--- config.mk ---
export PLATFORM = sky130hd
export DESIGN_NAME = refInputSelect
export DESIGN_NICKNAME = d
export VERILOG_FILES = /design/src/rtl/refSelPkg.sv /design/src/rtl/refSelCtrl.sv /design/src/rtl/refSelDatapath.sv /design/src/rtl/refInputSelect.sv
export SDC_FILE = /design/constraint.sdc
export NUM_CORES = 1
export LEC_CHECK = 0
export ABC_AREA = 1
export BUFFER_PORTS_ARGS = -buffer_cell sky130_fd_sc_hd__buf_2
export CORE_AREA = 2 2 39 41
export CTS_CLUSTER_DIAMETER = 40
export DETAILED_ROUTE_END_ITERATION = 7
export DIE_AREA = 0 0 41 43
export HOLD_SLACK_MARGIN = 0.08
export PLACE_DENSITY = 0.69
export SYNTH_ARGS = -nofsm -noshare
export SYNTH_HDL_FRONTEND = slang
export SYNTH_SLANG_ARGS = --single-unit
--- constraint.sdc ---
create_clock -name clk -period 1.2 [get_ports clk]
set_input_delay 0.18 -clock clk [delete_from_list [all_inputs] [get_ports clk]]
set_output_delay 0.18 -clock clk [all_outputs]
set_load 0.005 [all_outputs]
--- src/rtl/refSelPkg.sv ---
package refSelPkg;
  localparam int NUM_INPUTS = 3;
  localparam int IDX_W = $clog2(NUM_INPUTS + 1);
  localparam int MODE_W = 3;
  localparam logic [MODE_W-1:0] MODE_PIN = 3'd3;

  typedef struct packed {
    logic             update;    // load holdover flag
    logic             idxWrite;  // load new index
    logic [IDX_W-1:0] idx;
    logic             hold;
    logic             invalid;
    logic             relock;
    logic [IDX_W-1:0] relockIdx;
  } selStrobe_t;
endpackage

--- src/rtl/refSelCtrl.sv ---
module refSelCtrl
  import refSelPkg::*;
#(
  parameter int SYNC_STAGES = 2
) (
  input  logic              clk,
  input  logic              rstN,
  input  logic [MODE_W-1:0] modeSel,
  input  logic [1:0]        selPin,
  input  logic [1:0]        pinIsInput,
  input  logic              pinInvert,
  input  logic              holdoverActive,
  output selStrobe_t        strobe
);
  logic [1:0] syncStage [SYNC_STAGES];
  logic       holdPrev;
  logic [1:0] pinCode;
  logic       isManual;
  logic       isPin;

  always_ff @(posedge clk or negedge rstN) begin
    if (!rstN) begin
      holdPrev <= 1'b0;
    end else begin
      holdPrev <= holdoverActive;
    end
  end

  for (genvar s = 0; s < SYNC_STAGES; s++) begin : g_sync
    always_ff @(posedge clk or negedge rstN) begin
      if (!rstN) begin
        syncStage[s] <= 2'b00;
      end else if (s == 0) begin
        syncStage[s] <= selPin;
      end else begin
        syncStage[s] <= syncStage[s-1];
      end
    end
  end

  always_comb begin
    isManual = modeSel < MODE_PIN;
    isPin    = modeSel == MODE_PIN;
    pinCode  = (syncStage[SYNC_STAGES-1] & pinIsInput) ^ {2{pinInvert}};

    strobe           = '0;
    strobe.relock    = isManual && holdPrev && !holdoverActive;
    strobe.relockIdx = IDX_W'(modeSel);
    if (isManual) begin
      strobe.update   = 1'b1;
      strobe.idxWrite = 1'b1;
      strobe.idx      = IDX_W'(modeSel);
      strobe.hold     = 1'b0;
    end else if (isPin) begin
      strobe.update   = 1'b1;
      strobe.idxWrite = pinCode != 2'b11;
      strobe.idx      = IDX_W'(pinCode);
      strobe.hold     = pinCode == 2'b11;
    end else begin
      strobe.invalid  = 1'b1;
    end
  end

  // a relock pulse only ever comes from manual selection
  assert_relock_manual_R7: assert property (@(posedge clk) disable iff (!rstN)
    strobe.relock |-> (modeSel < MODE_PIN) && !holdoverActive);
endmodule

--- src/rtl/refSelDatapath.sv ---
module refSelDatapath
  import refSelPkg::*;
(
  input  logic                  clk,
  input  logic                  rstN,
  input  selStrobe_t            strobe,
  input  logic [NUM_INPUTS-1:0] inputEn,
  output logic [IDX_W-1:0]      activeIdx,
  output logic                  holdoverReq,
  output logic [NUM_INPUTS-1:0] bufEn,
  output logic                  relockValid,
  output logic [IDX_W-1:0]      relockIdx,
  output logic                  modeInvalid
);
  always_ff @(posedge clk or negedge rstN) begin
    if (!rstN) begin
      activeIdx   <= '0;
      holdoverReq <= 1'b0;
      modeInvalid <= 1'b0;
      relockValid <= 1'b0;
      relockIdx   <= '0;
    end else begin
      modeInvalid <= strobe.invalid;
      relockValid <= strobe.relock;
      if (strobe.relock) relockIdx <= strobe.relockIdx;
      if (strobe.update) holdoverReq <= strobe.hold;
      if (strobe.idxWrite) activeIdx <= strobe.idx;
    end
  end

  for (genvar i = 0; i < NUM_INPUTS; i++) begin : g_buf
    assign bufEn[i] = inputEn[i] | (!holdoverReq && (activeIdx == IDX_W'(i)));
  end

  // entering holdover never moves the index
  assert_hold_keeps_idx_R3: assert property (@(posedge clk) disable iff (!rstN)
    $rose(holdoverReq) |-> $stable(activeIdx));
  // programmed enables always pass, at most one input is forced on
  assert_buf_override_R6: assert property (@(posedge clk) disable iff (!rstN)
    ((bufEn & inputEn) == inputEn) && $onehot0(bufEn & ~inputEn));
  // no forced enable during holdover
  assert_hold_no_force_R6: assert property (@(posedge clk) disable iff (!rstN)
    holdoverReq |-> (bufEn == inputEn));
endmodule

--- src/rtl/refInputSelect.sv ---
module refInputSelect
  import refSelPkg::*;
(
  input  logic       clk,
  input  logic       rstN,
  input  logic [2:0] modeSel,
  input  logic [1:0] selPin,
  input  logic [1:0] pinIsInput,
  input  logic       pinInvert,
  input  logic [2:0] inputEn,
  input  logic       holdoverActive,
  output logic [1:0] activeIdx,
  output logic       holdoverReq,
  output logic [2:0] bufEn,
  output logic       relockValid,
  output logic [1:0] relockIdx,
  output logic       modeInvalid
);
  selStrobe_t strobe;

  refSelCtrl #(.SYNC_STAGES(2)) i_ctrl (
    .clk(clk), .rstN(rstN), .modeSel(modeSel), .selPin(selPin),
    .pinIsInput(pinIsInput), .pinInvert(pinInvert),
    .holdoverActive(holdoverActive), .strobe(strobe)
  );

  refSelDatapath i_data (
    .clk(clk), .rstN(rstN), .strobe(strobe), .inputEn(inputEn),
    .activeIdx(activeIdx), .holdoverReq(holdoverReq), .bufEn(bufEn),
    .relockValid(relockValid), .relockIdx(relockIdx), .modeInvalid(modeInvalid)
  );

  assert_manual_sel_R1: assert property (@(posedge clk) disable iff (!rstN)
    (modeSel < 3'd3) |=> (activeIdx == $past(modeSel[1:0])) && !holdoverReq);
  assert_reserved_hold_R8: assert property (@(posedge clk) disable iff (!rstN)
    modeSel[2] |=> $stable(activeIdx) && $stable(holdoverReq) && modeInvalid);
  assert_relock_target_R7: assert property (@(posedge clk) disable iff (!rstN)
    relockValid |-> ($past(modeSel) < 3'd3) && (relockIdx == $past(modeSel[1:0])));
  assert_relock_single_R7: assert property (@(posedge clk) disable iff (!rstN)
    relockValid |=> !relockValid);
endmodule

=== After elaboration in Yosys (flattened, before gate mapping) ===
Index checks and enable logic that the tools add are counted.

* Reductions and logical operators: 8
* Muxes and demuxes: 4
* Bitwise logic cells: 5
* Equal/unequal tests: 5
* $lt $le $gt $ge: 1

{| class="wikitable"
|+ Operators with widths
! operator !! count
|-
| $mux W5 || 2
|-
| $logic_and A1 B1 Y1 || 5
|-
| $eq A2 B2 Y1 const B || 2
|-
| $eq A3 B2 Y1 const B || 1
|-
| $lt A3 B2 Y1 const B || 1
|-
| $or A1 B1 Y1 || 3
|-
| $and A2 B2 Y2 || 1
|-
| $eq A2 B1 Y1 const B || 1
|-
| $logic_not A1 Y1 || 2
|-
| $logic_not A2 Y1 || 1
|-
| $mux W1 || 2
|-
| $ne A2 B2 Y1 const B || 1
|-
| $xor A2 B2 Y2 || 1
|}

* Bits in registers: 12
* Output and inout bits: 10
* Bits of input ports: 14

=== Depth between registers and ports, before layout ===
Gate-level depths: netlist (run 1).

* Depth after elaboration: 5
* Depth in mapped cells: 7
* Mapped depth without buffers: 7

=== Hierarchy ===
Synthesis (run 1) repeated with hierarchy kept, for this count alone.

* Cells, all modules: 64
* Area total of the unflattened synthesis: 543.0 sq um

{| class="wikitable"
|+ By module, submodules not included
! module !! seq. area each (sq um) !! cells each !! instances !! area each (sq um)
|-
| refSelDatapath || 175.2 || 32 || 1 || 282.8
|-
| refSelCtrl || 125.1 || 32 || 1 || 260.2
|}

=== Least setup slack after synthesis (run 1) ===
OpenSTA, ideal clock, no wires.

* Kind: reg-to-output
* Start point: reg i_data.holdoverReq
* End point: out bufEn[0]
* Path slack: 0.195 ns
* Arrival: 0.825 ns
* Cell stages (with the launch flop): 3
* Cell sequence: dfrtp_1 -> or2_2 -> o21bai_1

* Word-level cells in the longest chain between the ends: 3

{| class="wikitable"
|+ Ends and longest elaborated chain
! element !! RTL line !! source
|-
| start, declared || refSelDatapath.sv:9 || <nowiki>output logic holdoverReq,</nowiki>
|-
| start signal, assigned || refSelDatapath.sv:26 || <nowiki>if (strobe.update) holdoverReq <= strobe.hold;</nowiki>
|-
| $logic_not A1 Y1 || refSelDatapath.sv:32 || <nowiki>assign bufEn[i] = inputEn[i] | (!holdoverReq && (activeIdx == IDX_W'(i)));</nowiki>
|-
| $logic_and A1 B1 Y1 || refSelDatapath.sv:32 ||
|-
| $or A1 B1 Y1 || refSelDatapath.sv:32 ||
|-
| end, declared || refInputSelect.sv:14 || <nowiki>output logic [2:0] bufEn,</nowiki>
|}

No other way between the ends.

=== Worst setup path after layout (run 1) ===
* Start point: reg i_data.activeIdx[1]
* End point: out bufEn[1]

* Word-level cells in the longest chain between the ends: 3

{| class="wikitable"
|+ Ends and longest elaborated chain
! element !! RTL line !! source
|-
| start, declared || refSelDatapath.sv:8 || <nowiki>output logic [IDX_W-1:0] activeIdx,</nowiki>
|-
| start signal, assigned || refSelDatapath.sv:27 || <nowiki>if (strobe.idxWrite) activeIdx <= strobe.idx;</nowiki>
|-
| $eq A2 B1 Y1 || refSelDatapath.sv:32 ||
|-
| $logic_and A1 B1 Y1 || refSelDatapath.sv:32 ||
|-
| $or A1 B1 Y1 || refSelDatapath.sv:32 ||
|}

No other way between the ends.

==> run summary, run 1 <==
outcome: complete, but fails checks
failing checks: negative setup slack
WS Path Type: reg2out
antenna fix cells: 0
Mapped Nets: 73
Worst Setup Start Kind: flip-flop
minimum clock period: 1.34 ns
first-pass GRT wire length: 1.59 mm
Min-Delay Path Class: in2reg
final hold violation count: 0
antenna-violating nets left: 0
post-synthesis sequential area ratio: 57.8%
pre-CTS setup slack: 0.0950 ns
drt drc: 0
Reg2Reg Launch Point: i_ctrl.syncStage[1]$_DFF_PN0_
fmax: 747 MHz
drt total wl: 1.10 mm
RSZ-0062 raised after global routing: true
DRT Pass-1 Iters: 4
TritonCTS Buffers: 3
CP Max Fanout: 2
number of synthesized register bits: 12
CTS H-tree lvls: 1
max-cap viol count: 0
Sink Count: 12
Cell Pwr Density: 1240 nW/um2
number of global-route vias before repair: 428
Slew @ Worst Pin: 0.263 ns
Die Wd: 41 um
Worst Setup Slack, final: -0.139 ns
chip height: 43 um
DR vias: 492
share of layout cells above drive strength 1: 40.2%
gr ovfl total: 0
row count: 14
Ports: 24
mapped cell area: 519 um2
Reg2Reg Depth: 6
DRT iter0 DRCs: 9
Final setup viols: 3
dpl hpwl: 780 um
Area Overhead vs Synth: 45.3%
top-area cell type share of the netlist area: 57.8%
Final Cycle Share: 112%
hold endpoint: i_data.relockIdx[1]$_DFFE_PN0P_
Synth warnings: 0
Area contributors post-synth: dfrtp_1 58%, nand2_1 14%, nand3_1 8.7%
Final nets: 107
clk slew on worst S/H paths: 0.07 ns
Max Slew Vio Count: 0
total global-route track usage: 13.9%
endpoint of the worst register-to-register path: i_data.activeIdx[1]$_DFFE_PN0P_
Worst VDD drop: 592 uV
leakage power: 0.419 nW
Avg Cell Area, Syn: 8.80 um2
Placeable Area: 1380 um2
routability congestion estimate: 0.748
routed len/inst: 10.1 um
largest net degree at the start of global routing: 13
initial antenna violation count: 0
PortBufs: 23
CP Data Required Time: 1.02 ns
reg2reg setup slack: 0.25 ns
cells after synthesis: 59
worst rel slew slack: 82.5%
Die ar.: 1760 um2
Initial Util: 37.5%
post-DR vias/cell: 4.56
Root Driver: clkbuf_4
Placed Area: 651 um2
crit path DAT: 1.16 ns
CTS tree: yes
Hold Startpoint: modeSel[1]
Clock Tree Buf Depth: 2
capturing element type of the critical path: primary output
Final Cell Area: 754 um2
total chip power: 0.935 mW
insertion delay to the later sink of the worst-skew pair: 0.27 ns
Fin Clk Skew: 0.00495 ns
Non-Filler Instances: 108
Fin Setup TNS: -0.399 ns
Yosys top cell by area: dfrtp_1
WHS Path Cells: 3
Netlist cell types: 14
placed cells: 97
==> per-stage QoR <==
step / hold slack [ns] / util (%)
after CTS: 0.0880 / 53.8
after global routing: 0.157 / 54.5
after floorplan: -0.116 / -
after detailed placement: 0.0694 / 47.0
after global placement: 0.0687 / 47.0
final: 0.148 / 54.5
==> worst max path at each step <==
stage                                    startpoint       end  slack [ns]
floorplan            i_data.holdoverReq$_DFFE_PN0P_  bufEn[0]        0.20
finish              i_data.activeIdx[1]$_DFFE_PN0P_  bufEn[1]       -0.14
CTS                 i_data.activeIdx[1]$_DFFE_PN0P_  bufEn[0]       -0.14
detailed placement   i_data.holdoverReq$_DFFE_PN0P_  bufEn[0]         0.1
global route        i_data.activeIdx[1]$_DFFE_PN0P_  bufEn[0]       -0.21
global placement     i_data.holdoverReq$_DFFE_PN0P_  bufEn[1]        0.13
==> final cells by class <==
| cell class | count | area [um2] |
|---|---|---|
| Clock buffer | 4 | 36.3 |
| Fill cell | 135 | 629 |
| Inverter | 6 | 22.5 |
| Multi-Input combinational cell | 40 | 195 |
| Sequential cell | 12 | 300 |
| Tap cell | 16 | 20.0 |
| Timing Repair Buffer | 30 | 180 |
==> where the power goes <==
part / internal [mW] / switching [mW]
Combinational: 0.0877 / 0.0820
Sequential: 0.437 / 0.0173
Clock: 0.184 / 0.127
Total: 0.709 / 0.226
==> cells by family after synthesis <==
family                 share of synthesized area (%)
and+or+nand+nor                                 28.0
DFF                                             57.8
AOI/OAI and AO/OA                               9.16
buffers and inverters                           5.06
==> cells in the final DEF, fill, tap and decap left out, types with 2 or more instances in the layout <==
master,instances
buf_2,23
nand2_1,20
dfrtp_1,12
nand3_1,9
dlygate4sd3_1,5
inv_1,4
clkbuf_4,3
inv_2,2
nor2_2,2
o21bai_1,2
o21ai_0,2
buf_4,2
==> critical path, stage by stage, from the launching register on <==
cell,delay (ns)
dfrtp_1,0.39
or2_4,0.25
o21bai_1,0.12
buf_2,0.13
==> repair_timing <==
action	4_1_cts	5_1_grt
gates cloned	0	0
gates resized for setup	1	0
endpoints found under the setup margin	3	3
pin swaps	2	1
hold buffers	4	1
setup buffers	2	0
hold endpoints to repair	15	1
==> layer usage <==
layer / up-vias / GRT usage (%) / part of all wire, %
met3: 2 / 3.66 / 7.2
met5: - / 0 / 0
met2: 18 / 23.4 / 51
met4: 0 / 10.0 / 1.5
li1: 256 / - / -
met1: 216 / 13.4 / 40
==> Yosys cell counts (all sizes together) <==
master / count
nand2: 21
dfrtp: 12
nand3: 9
inv: 6
o21ai: 4
nor2: 2
o21bai: 2
a31o: 1
clkbuf: 1
or2: 1
==> sequential cells by signal, indices dropped and copies added (netlist names) <==
signal	cells
i_data.activeIdx	2
i_ctrl.holdPrev	1
i_data.relockIdx	2
i_data.holdoverReq	1
i_data.relockValid	1
i_ctrl.syncStage	4
i_data.modeInvalid	1
Power figures use the tool's default switching activity.
==> run 2, diff against run 1 <==
--- a/config.mk
+++ b/config.mk
@@ -7,12 +7,12 @@
 export LEC_CHECK = 0
 export ABC_AREA = 1
 export BUFFER_PORTS_ARGS = -buffer_cell sky130_fd_sc_hd__buf_2
-export CORE_AREA = 2 2 39 41
-export CTS_CLUSTER_DIAMETER = 40
+export CORE_MARGIN = 1
+export CORE_UTILIZATION = 38
+export CTS_CLUSTER_DIAMETER = 150
 export DETAILED_ROUTE_END_ITERATION = 7
-export DIE_AREA = 0 0 41 43
 export HOLD_SLACK_MARGIN = 0.08
-export PLACE_DENSITY = 0.69
+export PLACE_DENSITY = 0.7
 export SYNTH_ARGS = -nofsm -noshare
 export SYNTH_HDL_FRONTEND = slang
 export SYNTH_SLANG_ARGS = --single-unit
==> constraint.sdc (replaced) <==
create_clock -name clk -period 1.16 [get_ports clk]
set_input_delay 0.174 -clock clk [delete_from_list [all_inputs] [get_ports clk]]
set_output_delay 0.174 -clock clk [all_outputs]
set_load 0.005 [all_outputs]
==> run 2 against run 1 <==
The flow still finishes with violations (negative setup slack). First-iteration DRC count shrank 56%. Final area shrank 1.7%. Sequential power grew 4%. Setup slack lost 0.0081 ns. Largest cell class unchanged. Highest routed layer is now met3.
==> run summary, run 2 (synthesized netlist as in run 1, its figures left out) <==
gr ovfl total: 0
antenna-violating nets left: 0
clk slew on worst S/H paths: 0.07 ns
most frequent cells in the layout: 22 x buf_2, 20 x nand2_1, 12 x dfrtp_1
RSZ-0062 raised after global routing: true
leakage power: 0.418 nW
Cell Pwr Density: 1300 nW/um2
Worst Setup Start Kind: flip-flop
Min-Delay Path Class: in2reg
Final setup viols: 3
Int Power: 0.731 mW
worst hold margin: 0.150 ns
number of global-route vias before repair: 470
Clk pwr share: 33.4%
Final Cycle Share: 113%
switching share of power: 24.1%
max-cap viol count: 0
outcome: complete, but fails checks
Sw Pwr: 0.233 mW
leading cell type in the layout, fill and taps excluded: buf_2
CP Data Required Time: 0.99 ns
pre-CTS setup slack: 0.0518 ns
CTS H-tree lvls: 1
insertion delay to the later sink of the worst-skew pair: 0.26 ns
Root Driver: clkbuf_4
Ports: 24
Hold Startpoint: modeSel[1]
WS Path Type: reg2out
first-pass GRT wire length: 1.75 mm
Clock Tree Buf Depth: 2
post-DR vias/cell: 4.63
DR WL met2: 529 um
initial antenna violation count: 0
failing checks: negative setup slack
Initial Util: 43.8%
Largest regs: i_ctrl.syncStage: 4 flops, i_data.activeIdx: 2 flops, i_data.relockIdx: 2 flops
Slew @ Worst Pin: 0.266 ns
fmax: 765 MHz
drt total wl: 1.05 mm
worst rel slew slack: 82.2%
minimum clock period: 1.31 ns
final hold violation count: 0
Worst Setup Slack, final: -0.147 ns
Flop pwr share: 48.8%
largest net degree at the start of global routing: 13
total global-route track usage: 17.9%
max reg flops: 4
max layer used: met3
Placeable Area: 1190 um2
DR vias: 482
Top reg by flops: i_ctrl.syncStage
Sink Count: 12
dpl hpwl: 817 um
capturing element type of the critical path: primary output
Worst VDD drop: 772 uV
crit path DAT: 1.13 ns
Max Slew Vio Count: 0
PortBufs: 23
row count: 12
Fin Clk Skew: 0.000256 ns
chip height: 39.0 um
CP Max Fanout: 2
Final nets: 105
Reg2Reg Launch Point: i_ctrl.syncStage[1]$_DFF_PN0_
Comb power frac: 17.8%
CP Launch Point: i_data.activeIdx[1]$_DFFE_PN0P_
total chip power: 0.964 mW
DRT iter0 DRCs: 4
Met1 Routed Length: 460 um
Area Overhead vs Synth: 42.9%
Die Wd: 39.0 um
drt drc: 0
metal3 WL: 55 um
routability congestion estimate: 0.694
share of layout cells above drive strength 1: 38.9%
CTS tree: yes
routed len/inst: 10.0 um
DRT Pass-1 Iters: 3
Die ar.: 1520 um2
antenna fix cells: 0
Util after Layout: 62.6%
TritonCTS Buffers: 3
## run 2: layout make-up
class                   count  area (um2)
flip-flops and latches     12         300
fillers                    92         444
multi-input cells          40         195
repair buffers             28         170
clock buffers               4        36.3
inverters                   6        22.5
well taps                  14        17.5
## run 2: repair_timing
item / CTS / global route
hold endpoints to repair: 16 / 0
pin swaps: 2 / 1
endpoints found under the setup margin: 3 / 7
resized for setup: 1 / 1
cloned: 0 / 0
hold buffers: 5 / 0
buffers inserted: 1 / 0
## run 2: power groups by stage
| stage | Combinational, mW | Clock (mW) | Sequential [mW] |
|---|---|---|---|
| 2_1_floorplan | 0.0686 | 0 | 0.481 |
| 3_3_place_gp | 0.148 | 0 | 0.478 |
| 3_5_place_dp | 0.152 | 0 | 0.480 |
| 4_1_cts | 0.175 | 0.337 | 0.471 |
| 5_1_grt | 0.196 | 0.355 | 0.475 |
| 6_report | 0.171 | 0.322 | 0.470 |
## run 2: path summary, 6_finish.rpt
path / slack (ns) / cells after the start / end
worst min-delay path: 0.15 / 3 / i_data.relockIdx[1]$_DFFE_PN0P_
worst max-delay path: -0.15 / 3 / bufEn[0]
min in group asynchronous: 0.31 / 2 / i_data.activeIdx[0]$_DFFE_PN0P_
max in group asynchronous: 0.64 / 2 / i_data.holdoverReq$_DFFE_PN0P_
worst max register to register: 0.20 / 6 / i_data.activeIdx[1]$_DFFE_PN0P_
worst min register to register: 0.35 / 0 / i_ctrl.syncStage[0]$_DFF_PN0_
## run 2: metal layers
layer / up-vias / GRT usage [%]
met4: 0 / 10.3
met3: 0 / 3.47
met5: - / 0
li1: 249 / -
met1: 214 / 18.0
met2: 19 / 33.3
## run 2: metrics by stage
step | area, um2 | TNS (ns) | instances
after global routing | 742 | -0.607 | 104
after floorplan | 519 | 0 | 59
final | 742 | -0.431 | 104
after CTS | 744 | -0.516 | 105
after global placement | 648 | 0 | 95
after detailed placement | 648 | 0 | 95
## run 2: critical path, stage by stage, from the launching register on
cell and delay [ns]:
dfrtp_1 0.38, or2_4 0.25, o21bai_1 0.11, buf_2 0.12
